<file path="src/rtl/sd_clk_gen_pkg.sv">
package sd_clk_gen_pkg;
  localparam int REG_W      = 32;
  localparam int DIV_W      = 10;
  localparam int DIV_LO_W   = 8;
  localparam int DIV_HI_W   = DIV_W - DIV_LO_W;
  localparam int BIT_INT_EN = 0;
  localparam int BIT_STABLE = 1;
  localparam int BIT_CARD_EN = 2;
  localparam int DIV_HI_LSB = 6;
  localparam int DIV_LO_LSB = 8;
  localparam int BIT_SRST   = 24;

  // strobes from control to datapath
  typedef struct packed {
    logic             run;
    logic [DIV_W-1:0] divisor;
  } dpCtrl_t;
endpackage

</file>
<file path="src/rtl/sd_clk_gen_ctrl.sv">
module sd_clk_gen_ctrl
  import sd_clk_gen_pkg::*;
#(
  parameter int STABLE_CYCLES = 8,
  parameter int SRST_CYCLES   = 4
) (
  input  logic             baseClk,
  input  logic             rstN,
  input  logic             wrEn,
  input  logic [REG_W-1:0] wrData,
  output logic [REG_W-1:0] rdData,
  output dpCtrl_t          dpCtrl
);
  localparam int ST_W = $clog2(STABLE_CYCLES + 1);
  localparam int SR_W = $clog2(SRST_CYCLES + 1);
  localparam logic [ST_W-1:0] ST_LIMIT = ST_W'(STABLE_CYCLES);

  logic             intEn, cardEn, stable, restart, srstBusy;
  logic [DIV_W-1:0] divisor, newDiv;
  logic [ST_W-1:0]  stCnt;
  logic [SR_W-1:0]  srstCnt;

  assign newDiv   = {wrData[DIV_HI_LSB +: DIV_HI_W], wrData[DIV_LO_LSB +: DIV_LO_W]};
  assign srstBusy = (srstCnt != '0);
  assign restart  = wrEn && ((newDiv != divisor) || (wrData[BIT_INT_EN] && !intEn));
  assign stable   = intEn && (stCnt == ST_LIMIT);

  always_ff @(posedge baseClk or negedge rstN) begin
    if (!rstN) begin
      intEn   <= 1'b0;
      cardEn  <= 1'b0;
      divisor <= '0;
      stCnt   <= '0;
      srstCnt <= '0;
    end else if (srstBusy) begin
      intEn   <= 1'b0;
      cardEn  <= 1'b0;
      divisor <= '0;
      stCnt   <= '0;
      srstCnt <= srstCnt - SR_W'(1);
    end else if (wrEn && wrData[BIT_SRST]) begin
      intEn   <= 1'b0;
      cardEn  <= 1'b0;
      divisor <= '0;
      stCnt   <= '0;
      srstCnt <= SR_W'(SRST_CYCLES);
    end else begin
      if (wrEn) begin
        intEn   <= wrData[BIT_INT_EN];
        cardEn  <= wrData[BIT_CARD_EN];
        divisor <= newDiv;
      end
      if (restart || (wrEn && !wrData[BIT_INT_EN]) || !intEn)
        stCnt <= '0;
      else if (stCnt != ST_LIMIT)
        stCnt <= stCnt + ST_W'(1);
    end
  end

  always_comb begin
    rdData = '0;
    rdData[BIT_INT_EN]  = intEn;
    rdData[BIT_STABLE]  = stable;
    rdData[BIT_CARD_EN] = cardEn;
    rdData[DIV_HI_LSB +: DIV_HI_W] = divisor[DIV_W-1 -: DIV_HI_W];
    rdData[DIV_LO_LSB +: DIV_LO_W] = divisor[DIV_LO_W-1:0];
    rdData[BIT_SRST]    = srstBusy;
  end

  assign dpCtrl.run     = cardEn && stable;
  assign dpCtrl.divisor = divisor;
endmodule

</file>
<file path="src/rtl/sd_clk_gen_dp.sv">
module sd_clk_gen_dp
  import sd_clk_gen_pkg::*;
(
  input  logic    baseClk,
  input  logic    rstN,
  input  dpCtrl_t dpCtrl,
  output logic    cardClk
);
  logic [DIV_W-1:0] divCnt;
  logic             divClk, bypassSel, bypassGate, divZero, lastCount;

  assign divZero   = (dpCtrl.divisor == '0);
  assign lastCount = (divCnt >= dpCtrl.divisor - DIV_W'(1));

  // divided path: toggles every N base cycles, a started high phase always completes
  always_ff @(posedge baseClk or negedge rstN) begin
    if (!rstN) begin
      divClk <= 1'b0;
      divCnt <= '0;
    end else if (divZero) begin
      divClk <= 1'b0;
      divCnt <= '0;
    end else if (divClk) begin
      if (lastCount) begin
        divClk <= 1'b0;
        divCnt <= '0;
      end else begin
        divCnt <= divCnt + DIV_W'(1);
      end
    end else if (dpCtrl.run && !bypassSel) begin
      if (lastCount) begin
        divClk <= 1'b1;
        divCnt <= '0;
      end else begin
        divCnt <= divCnt + DIV_W'(1);
      end
    end else begin
      divCnt <= '0;
    end
  end

  // output select changes only while both paths are idle
  always_ff @(posedge baseClk or negedge rstN) begin
    if (!rstN)
      bypassSel <= 1'b1;
    else if (!bypassGate && !divClk && !dpCtrl.run)
      bypassSel <= divZero;
  end

  // pass-through gate moves only while the base clock is low
  always_ff @(negedge baseClk or negedge rstN) begin
    if (!rstN)
      bypassGate <= 1'b0;
    else
      bypassGate <= dpCtrl.run && bypassSel && divZero;
  end

  assign cardClk = bypassSel ? (baseClk & bypassGate) : divClk;
endmodule

</file>
<file path="src/rtl/sd_clk_gen.sv">
module sd_clk_gen
  import sd_clk_gen_pkg::*;
#(
  parameter int STABLE_CYCLES = 8,
  parameter int SRST_CYCLES   = 4
) (
  input  logic        baseClk,
  input  logic        rstN,
  input  logic        wrEn,
  input  logic [31:0] wrData,
  output logic [31:0] rdData,
  output logic        cardClk
);
  dpCtrl_t dpCtrl;

  sd_clk_gen_ctrl #(
    .STABLE_CYCLES(STABLE_CYCLES),
    .SRST_CYCLES  (SRST_CYCLES)
  ) i_ctrl (
    .baseClk(baseClk),
    .rstN   (rstN),
    .wrEn   (wrEn),
    .wrData (wrData),
    .rdData (rdData),
    .dpCtrl (dpCtrl)
  );

  sd_clk_gen_dp i_dp (
    .baseClk(baseClk),
    .rstN   (rstN),
    .dpCtrl (dpCtrl),
    .cardClk(cardClk)
  );
endmodule

</file>
<file path="config.mk">
export PLATFORM = sky130hd
export DESIGN_NAME = sd_clk_gen
export DESIGN_NICKNAME = d
export VERILOG_FILES = /design/src/rtl/sd_clk_gen_pkg.sv /design/src/rtl/sd_clk_gen_ctrl.sv /design/src/rtl/sd_clk_gen_dp.sv /design/src/rtl/sd_clk_gen.sv
export SDC_FILE = /design/constraint.sdc
export NUM_CORES = 1
export LEC_CHECK = 0
export BUFFER_PORTS_ARGS = -buffer_cell sky130_fd_sc_hd__buf_2
export CAP_MARGIN = 20
export CORE_UTILIZATION = 50
export CTS_CLUSTER_DIAMETER = 100
export DETAILED_ROUTE_END_ITERATION = 10
export PLACE_DENSITY = 0.87
export REMOVE_ABC_BUFFERS = 1
export SETUP_SLACK_MARGIN = 0.15
export SKIP_CTS_REPAIR_TIMING = 1
export SLEW_MARGIN = 20
export SYNTH_ARGS = -nofsm -noshare
export SYNTH_HDL_FRONTEND = slang
export SYNTH_SLANG_ARGS = --single-unit
export TNS_END_PERCENT = 20
</file>
<file path="constraint.sdc">
create_clock -name baseClk -period 5 [get_ports baseClk]
set_input_delay 1 -clock baseClk [delete_from_list [all_inputs] [get_ports baseClk]]
set_output_delay 1 -clock baseClk [all_outputs]
set_load 0.01 [all_outputs]
</file>
After elaboration in Yosys (flattened, before gate mapping). Index checks and enable logic that the tools add are counted. W data, S select, Z words.

Bits in registers: 32. Input bits: 35. Output and inout port bits: 33.

$add $sub $neg: 4. $lt $le $gt $ge: 1. Equal/unequal tests: 3. Multiplexer cells: 25. Bitwise logic cells: 1. Reductions and logical operators: 25.

Operators by type and width (number): $mux W10 (7); $mux W4 (4); $mux W1 (12); $logic_and A1 B1 Y1 (11); $add A10 B1 Y10 const B (1); $ge A10 B10 Y1 (1); $logic_not A10 Y1 (1); $ne A10 B10 Y1 (1); $sub A10 B1 Y10 const B (1); $logic_not A1 Y1 (6); $mux W3 (2); $reduce_bool A3 Y1 (2); $add A4 B1 Y4 const B (1); $eq A4 B4 Y1 const B (1); $ne A4 B4 Y1 const B (1); $reduce_bool A4 Y1 (1); $logic_or A1 B1 Y1 (3); $sub A3 B1 Y3 const B (1); $reduce_bool A2 Y1 (1); $and A1 B1 Y1 (1).

Logic depth before layout (Yosys ltp). Gate-level depths: netlist of the first run.

Depth in word-level cells: 9. Depth in mapped cells: 12. Depth with buffers taken out: 11.

Hierarchy. Synthesis of the first run repeated with hierarchy kept, for this count alone.

Cells, all modules: 246. Area total of the unflattened synthesis: 2252.2 µm².

By module, submodules not included: sd_clk_gen_ctrl (times used 1, cells an instance 142, area an instance 1280.0 µm², seq. area each 475.5 µm²); sd_clk_gen_dp (times used 1, cells an instance 104, area an instance 972.2 µm², seq. area each 326.6 µm²).

==> flow_summary.toml, run 1 <==
[cells_and_area]
design_area_mm2 = 0.00236
diodes = 0
layout_common_cells = "dfrtp_1, buf_2, nor2_1"
filler_cell_count = 349
multi_input_area_mm2 = 0.00116
syn2layout_area_growth_pct = 10.6
utilization_pct = 58.2
nets = 318
drive_gt1_share_pct = 16.0
seqCellArea_um2 = 802

[synth]
synth_cells = 238
synthFlopType = "dfrtp_1"
syn_area_per_cell_um2 = 8.97
synth_seq_area_share_pct = 37.6
synth_top_area_share_pct = 35.1
synth_seq_cells = 32
synthesis.area_mm2 = 0.00214
synth_top_area_cell = "dfrtp_1"
yosys_warnings = 0
synth_cell_types = 35
yosys-top-cells-area = "dfrtp_1, ha_1, xnor2_1, buf_4, nor2_1"
synth_edf_count = 0
async_reset_ff_share_pct = 100

[die]
die_w_um = 67.4
io_pins = 68
rows = 23
dieArea_mm2 = 0.00454
start_util_pct = 52.6
die_h_um = 67.4
core_area_mm2 = 0.00406

[placement]
place_ws_ns = 0.843
postPlaceCellArea_mm2 = 0.00223
dp_hpwl_mm = 2.95
io_buffers = 30
place_congestion = 0.762

[grt]
antenna_found_initial = 0
grt_pass1_wl_mm = 6.29
grt_max_degree = 32
grt_util_all_layers_pct = 19.9
first_global_vias = 1462
grt-ovfl-total = 0

[drt]
drt-initial-drc-count = 53
ant_nets = 0
vias = 1675
drtPass1Iterations = 5
wl_per_cell_um = 12.6
finalWirelength_mm = 4.01
route.detailed.drc = 0
vias_per_cell = 5.25

[setup_path]
worst_setup_path_start_kind = "flip-flop"
critPathSlowestCell = "dfrtn_1"
critPathTopFamily = "flip-flops"
rrSetupSlack_ns = 1.03
r2r-start = "i_ctrl.divisor[3]$_DFFE_PN0P_"
end_kind = "output pin"
worstPathRequired_ns = 4.00
r2r_cells = 3
path_buf_inv = 1
cp_max_fo = 2
crit_chain = "nand3_1 > o21ai_0 > buf_2"
r2r-end = "i_dp.bypassGate$_DFF_NN0_"
cpPeakStageDelay_ns = 0.41
critPathKind = "reg2out"
critical_path_arrival_ns = 3.61

[power]
p_leak_nw = 1.13
powerDensity_mw_per_mm2 = 337
power_mw = 0.795
vdd_drop_max_mv = 0.277

[clock_network]
tritoncts = "built"
path_clk_slew_ns = 0.06
clock_latency_ns = 0.41

[run]
max_cap_violations = 0

[min_path]
worstHoldStart = "i_ctrl.srstCnt[1]$_DFFE_PN0P_"
hold_class = "reg2reg"
min_delay_path_depth = 2
hold_path_end = "i_ctrl.srstCnt[1]$_DFFE_PN0P_"

[timing]
fin_worst_skew_ns = 0.0240
setup_ws_ns = 0.390
tightest_slew_ns = 0.503
hold_viol = 0
setup-violations-final = 0
report.final.slew_viol_count = 0
rsz0062_at_grt = "no"
fin_setup_tns_ns = 0
relSlewSlack_pct = 66.2

[status]
outcome = "finished clean"
[registers in the layout, indices dropped and copies added, names as in the netlist]
name / flops
i_ctrl.cardEn: 1
i_ctrl.divisor: 10
i_ctrl.intEn: 1
i_ctrl.srstCnt: 3
i_ctrl.stCnt: 4
i_dp.bypassGate: 1
i_dp.bypassSel: 1
i_dp.divClk: 1
i_dp.divCnt: 10
[layout make-up]
class,count,share of cell area [%]
multi-input cells,183,49.3
flip-flops and latches,32,34.0
repair buffers,30,6.46
clock buffers,12,5.77
well taps,50,2.65
inverters,12,1.91
[routing by layer]
metal	share of wire, %	GRT usage (%)	wire length (µm)	up-vias
li1	-	-	-	826
met1	46	23.8	1860	786
met2	46	29.3	1840	53
met3	5.0	6.76	200	10
met4	2.7	14.9	110	0
met5	0	0	0	-
[synthesized netlist by cell type (6+ instances only)]
cell,count
xor2_1,9
inv_1,12
nand3b_1,10
xnor2_1,19
ha_1,15
buf_4,22
nor2_1,23
nand3_1,13
dfrtp_1,30
nand2b_1,12
a21oi_1,17
nand2_1,16
o21ai_0,6
[metrics by stage]
stage	hold slack, ns	instances
2_1_floorplan	0.475	227
3_3_place_gp	0.497	308
3_5_place_dp	0.509	308
4_1_cts	0.528	319
5_1_grt	0.554	319
6_report	0.524	319
[kinds of logic after synthesis]
| group | count (synthesis) | synth area share [%] |
|---|---|---|
| simple gates | 90 | 22.4 |
| flops | 32 | 37.6 |
| xor+xnor | 28 | 11.5 |
| fa+ha+maj | 15 | 8.79 |
| other cells | 1 | 0.176 |
| mux | 1 | 0.469 |
| compound gates | 31 | 8.20 |
| buf+inv | 40 | 11.0 |
[worst max-delay path by stage]
stage                                          from  endpoint  slack [ns]  cells past startpoint
after global placement    i_dp.bypassGate$_DFF_NN0_   cardClk        0.85                      3
after global routing      i_dp.bypassGate$_DFF_NN0_   cardClk        0.31                      3
final                     i_dp.bypassGate$_DFF_NN0_   cardClk        0.39                      3
after floorplan           i_dp.bypassGate$_DFF_NN0_   cardClk        0.92                      2
after detailed placement  i_dp.bypassGate$_DFF_NN0_   cardClk        0.84                      3
after CTS                 i_dp.bypassGate$_DFF_NN0_   cardClk        0.36                      3
[worst min-delay path, cell delays in order, from the launching register on]
cell,delay [ns]
dfrtp_1,0.34
o21ai_0,0.07
o21ai_0,0.07
[power breakdown]
part           switching (mW)  internal (mW)  total, mW
registers              0.0241          0.285      0.309
logic                   0.132         0.0888      0.221
clock network           0.102          0.163      0.265
Note: power is estimated with default switching activity, not from simulation.
==> run 2: changes to the inputs <==
--- a/config.mk
+++ b/config.mk
@@ -10,8 +10,8 @@
 export CORE_UTILIZATION = 50
 export CTS_CLUSTER_DIAMETER = 100
 export DETAILED_ROUTE_END_ITERATION = 10
+export MAX_ROUTING_LAYER = met4
 export PLACE_DENSITY = 0.87
-export REMOVE_ABC_BUFFERS = 1
 export SETUP_SLACK_MARGIN = 0.15
 export SKIP_CTS_REPAIR_TIMING = 1
 export SLEW_MARGIN = 20
==> run 2 against run 1 <==
Compared with the run above: worst hold slack worse by 0.0046 ns; clock-buffer cell count is 3 lower; combinational power hardly changed; cell count stayed put; first-iteration DRC count is 70% higher; flip-flop and latch count stayed put; critical path depth stayed put; clock skew is 0.0056 ns lower; wire length is 2.2% higher; via count is 0.48% lower; clock power is 17% higher; largest cell class unchanged; highest routed layer unchanged.
==> flow_summary.toml, run 2 (same netlist as run 1, synthesis figures left out) <==
[status]
outcome = "finished clean"

[placement]
io_buffers = 30
dp_hpwl_mm = 2.99
place_congestion = 0.794
postPlaceCellArea_mm2 = 0.00223

[cells_and_area]
filler_cell_count = 362
top_regs = "i_ctrl.divisor: 10 flops, i_dp.divCnt: 10 flops, i_ctrl.stCnt: 4 flops"
syn2layout_area_growth_pct = 11.6
drive_gt1_share_pct = 16.7
design_area_mm2 = 0.00238
diodes = 0
nets = 318
layout_common_cells = "dfrtp_1, buf_2, nor2_1"

[setup_path]
cpPeakStageDelay_ns = 0.41
critical_path_arrival_ns = 3.62
critPathKind = "reg2out"
worst_setup_path_start_kind = "flip-flop"
r2r_cells = 3
critPathSlowestCell = "dfrtn_1"
cp_max_fo = 2
worstPathRequired_ns = 4.00
crit_chain = "nand3_1 > o21ai_0 > buf_2"
end_kind = "output pin"

[min_path]
hold_class = "reg2reg"
min_delay_path_depth = 1

[timing]
setup-violations-final = 0
fin_setup_tns_ns = 0
hold_slack_ns = 0.520
fin_worst_skew_ns = 0.0184
report.final.slew_viol_count = 0
tightest_slew_ns = 0.523
rsz0062_at_grt = "no"
hold_viol = 0
relSlewSlack_pct = 65.1

[clock_network]
clock_latency_ns = 0.41
tritoncts = "built"
path_clk_slew_ns = 0.07

[power]
p_leak_nw = 1.14
p_comb_share_pct = 26.2
netSwitchingPower_mw = 0.267
vdd_drop_max_mv = 0.239
p_seq_share_pct = 36.9
powerDensity_mw_per_mm2 = 352
pwr-share-clk_pct = 36.9
internal_power_mw = 0.572
switching_share_pct = 31.8

[die]
dieArea_mm2 = 0.00454
die_w_um = 67.4
core_area_mm2 = 0.00406
die_h_um = 67.4
rows = 23
start_util_pct = 52.6
io_pins = 68

[drt]
drtPass1Iterations = 4
drt-initial-drc-count = 90
vias_per_cell = 5.23
vias = 1667
finalWirelength_mm = 4.10
ant_nets = 0
wl_per_cell_um = 12.9
route.detailed.drc = 0

[grt]
grt_util_all_layers_pct = 20.8
grt_pass1_wl_mm = 6.49
grt-ovfl-total = 0
first_global_vias = 1486
grt_max_degree = 32
antenna_found_initial = 0

[run]
max_cap_violations = 0
-- run 2: critical path: cells and delay by family, from the launching register on --
family | cells | cell delay (ns)
compound gates | 1 | 0.08
buf+inv | 1 | 0.16
simple gates | 1 | 0.07
flops | 1 | 0.41
-- run 2: worst paths after layout --
check | startpoint | end | slack [ns]
hold reg to reg | i_ctrl.srstCnt[0]$_DFFE_PN0P_ | i_ctrl.srstCnt[0]$_DFFE_PN0P_ | 0.52
min in group asynchronous | rstN | i_dp.divCnt[5]$_DFF_PN0_ | 0.66
setup reg to reg | i_ctrl.divisor[5]$_DFFE_PN0P_ | i_dp.bypassGate$_DFF_NN0_ | 1.06
max in group asynchronous | rstN | i_dp.bypassGate$_DFF_NN0_ | 2.10
hold / removal | i_ctrl.srstCnt[0]$_DFFE_PN0P_ | i_ctrl.srstCnt[0]$_DFFE_PN0P_ | 0.52
setup / recovery | i_dp.bypassGate$_DFF_NN0_ | cardClk | 0.38
-- run 2: cell type report --
cell class                 instances  area, µm²  share of cell area, %
tap                               50       62.6                   2.62
clock inverter                     3       42.5                   1.78
sequential                        32        802                   33.6
multi-input combinational        183       1160                   48.8
clock buffer                       9        115                   4.83
timing repair buffer              30        153                   6.40
inverter                          12       45.0                   1.89
-- run 2: power groups by stage --
stage	sequential, mW	combinational, mW	clock (mW)
final	0.310	0.220	0.309
after floorplan	0.311	0.179	0.0000749
after CTS	0.309	0.222	0.316
after detailed placement	0.314	0.221	0.0000749
after global placement	0.313	0.210	0.0000749
after global routing	0.314	0.245	0.326
-- run 2: stage by stage --
step                      worst slack (ns)  std cells  power, mW  utilization [%]
final                                0.377        319      0.839             58.7
after global routing                 0.328        319      0.884             58.7
after CTS                            0.357        319      0.847             58.7
after detailed placement             0.839        308      0.535             55.0
after global placement               0.851        308      0.523             55.0
after floorplan                      0.918        255      0.489                -
-- run 2: layer usage --
layer  track usage (%)  routed length, µm  up-vias
li1                  -                  -      825
met1              23.7               1850      789
met2              31.9               1960       43
met3              7.77                212       10
met4              10.4                 74        0
met5                 -                  0        -
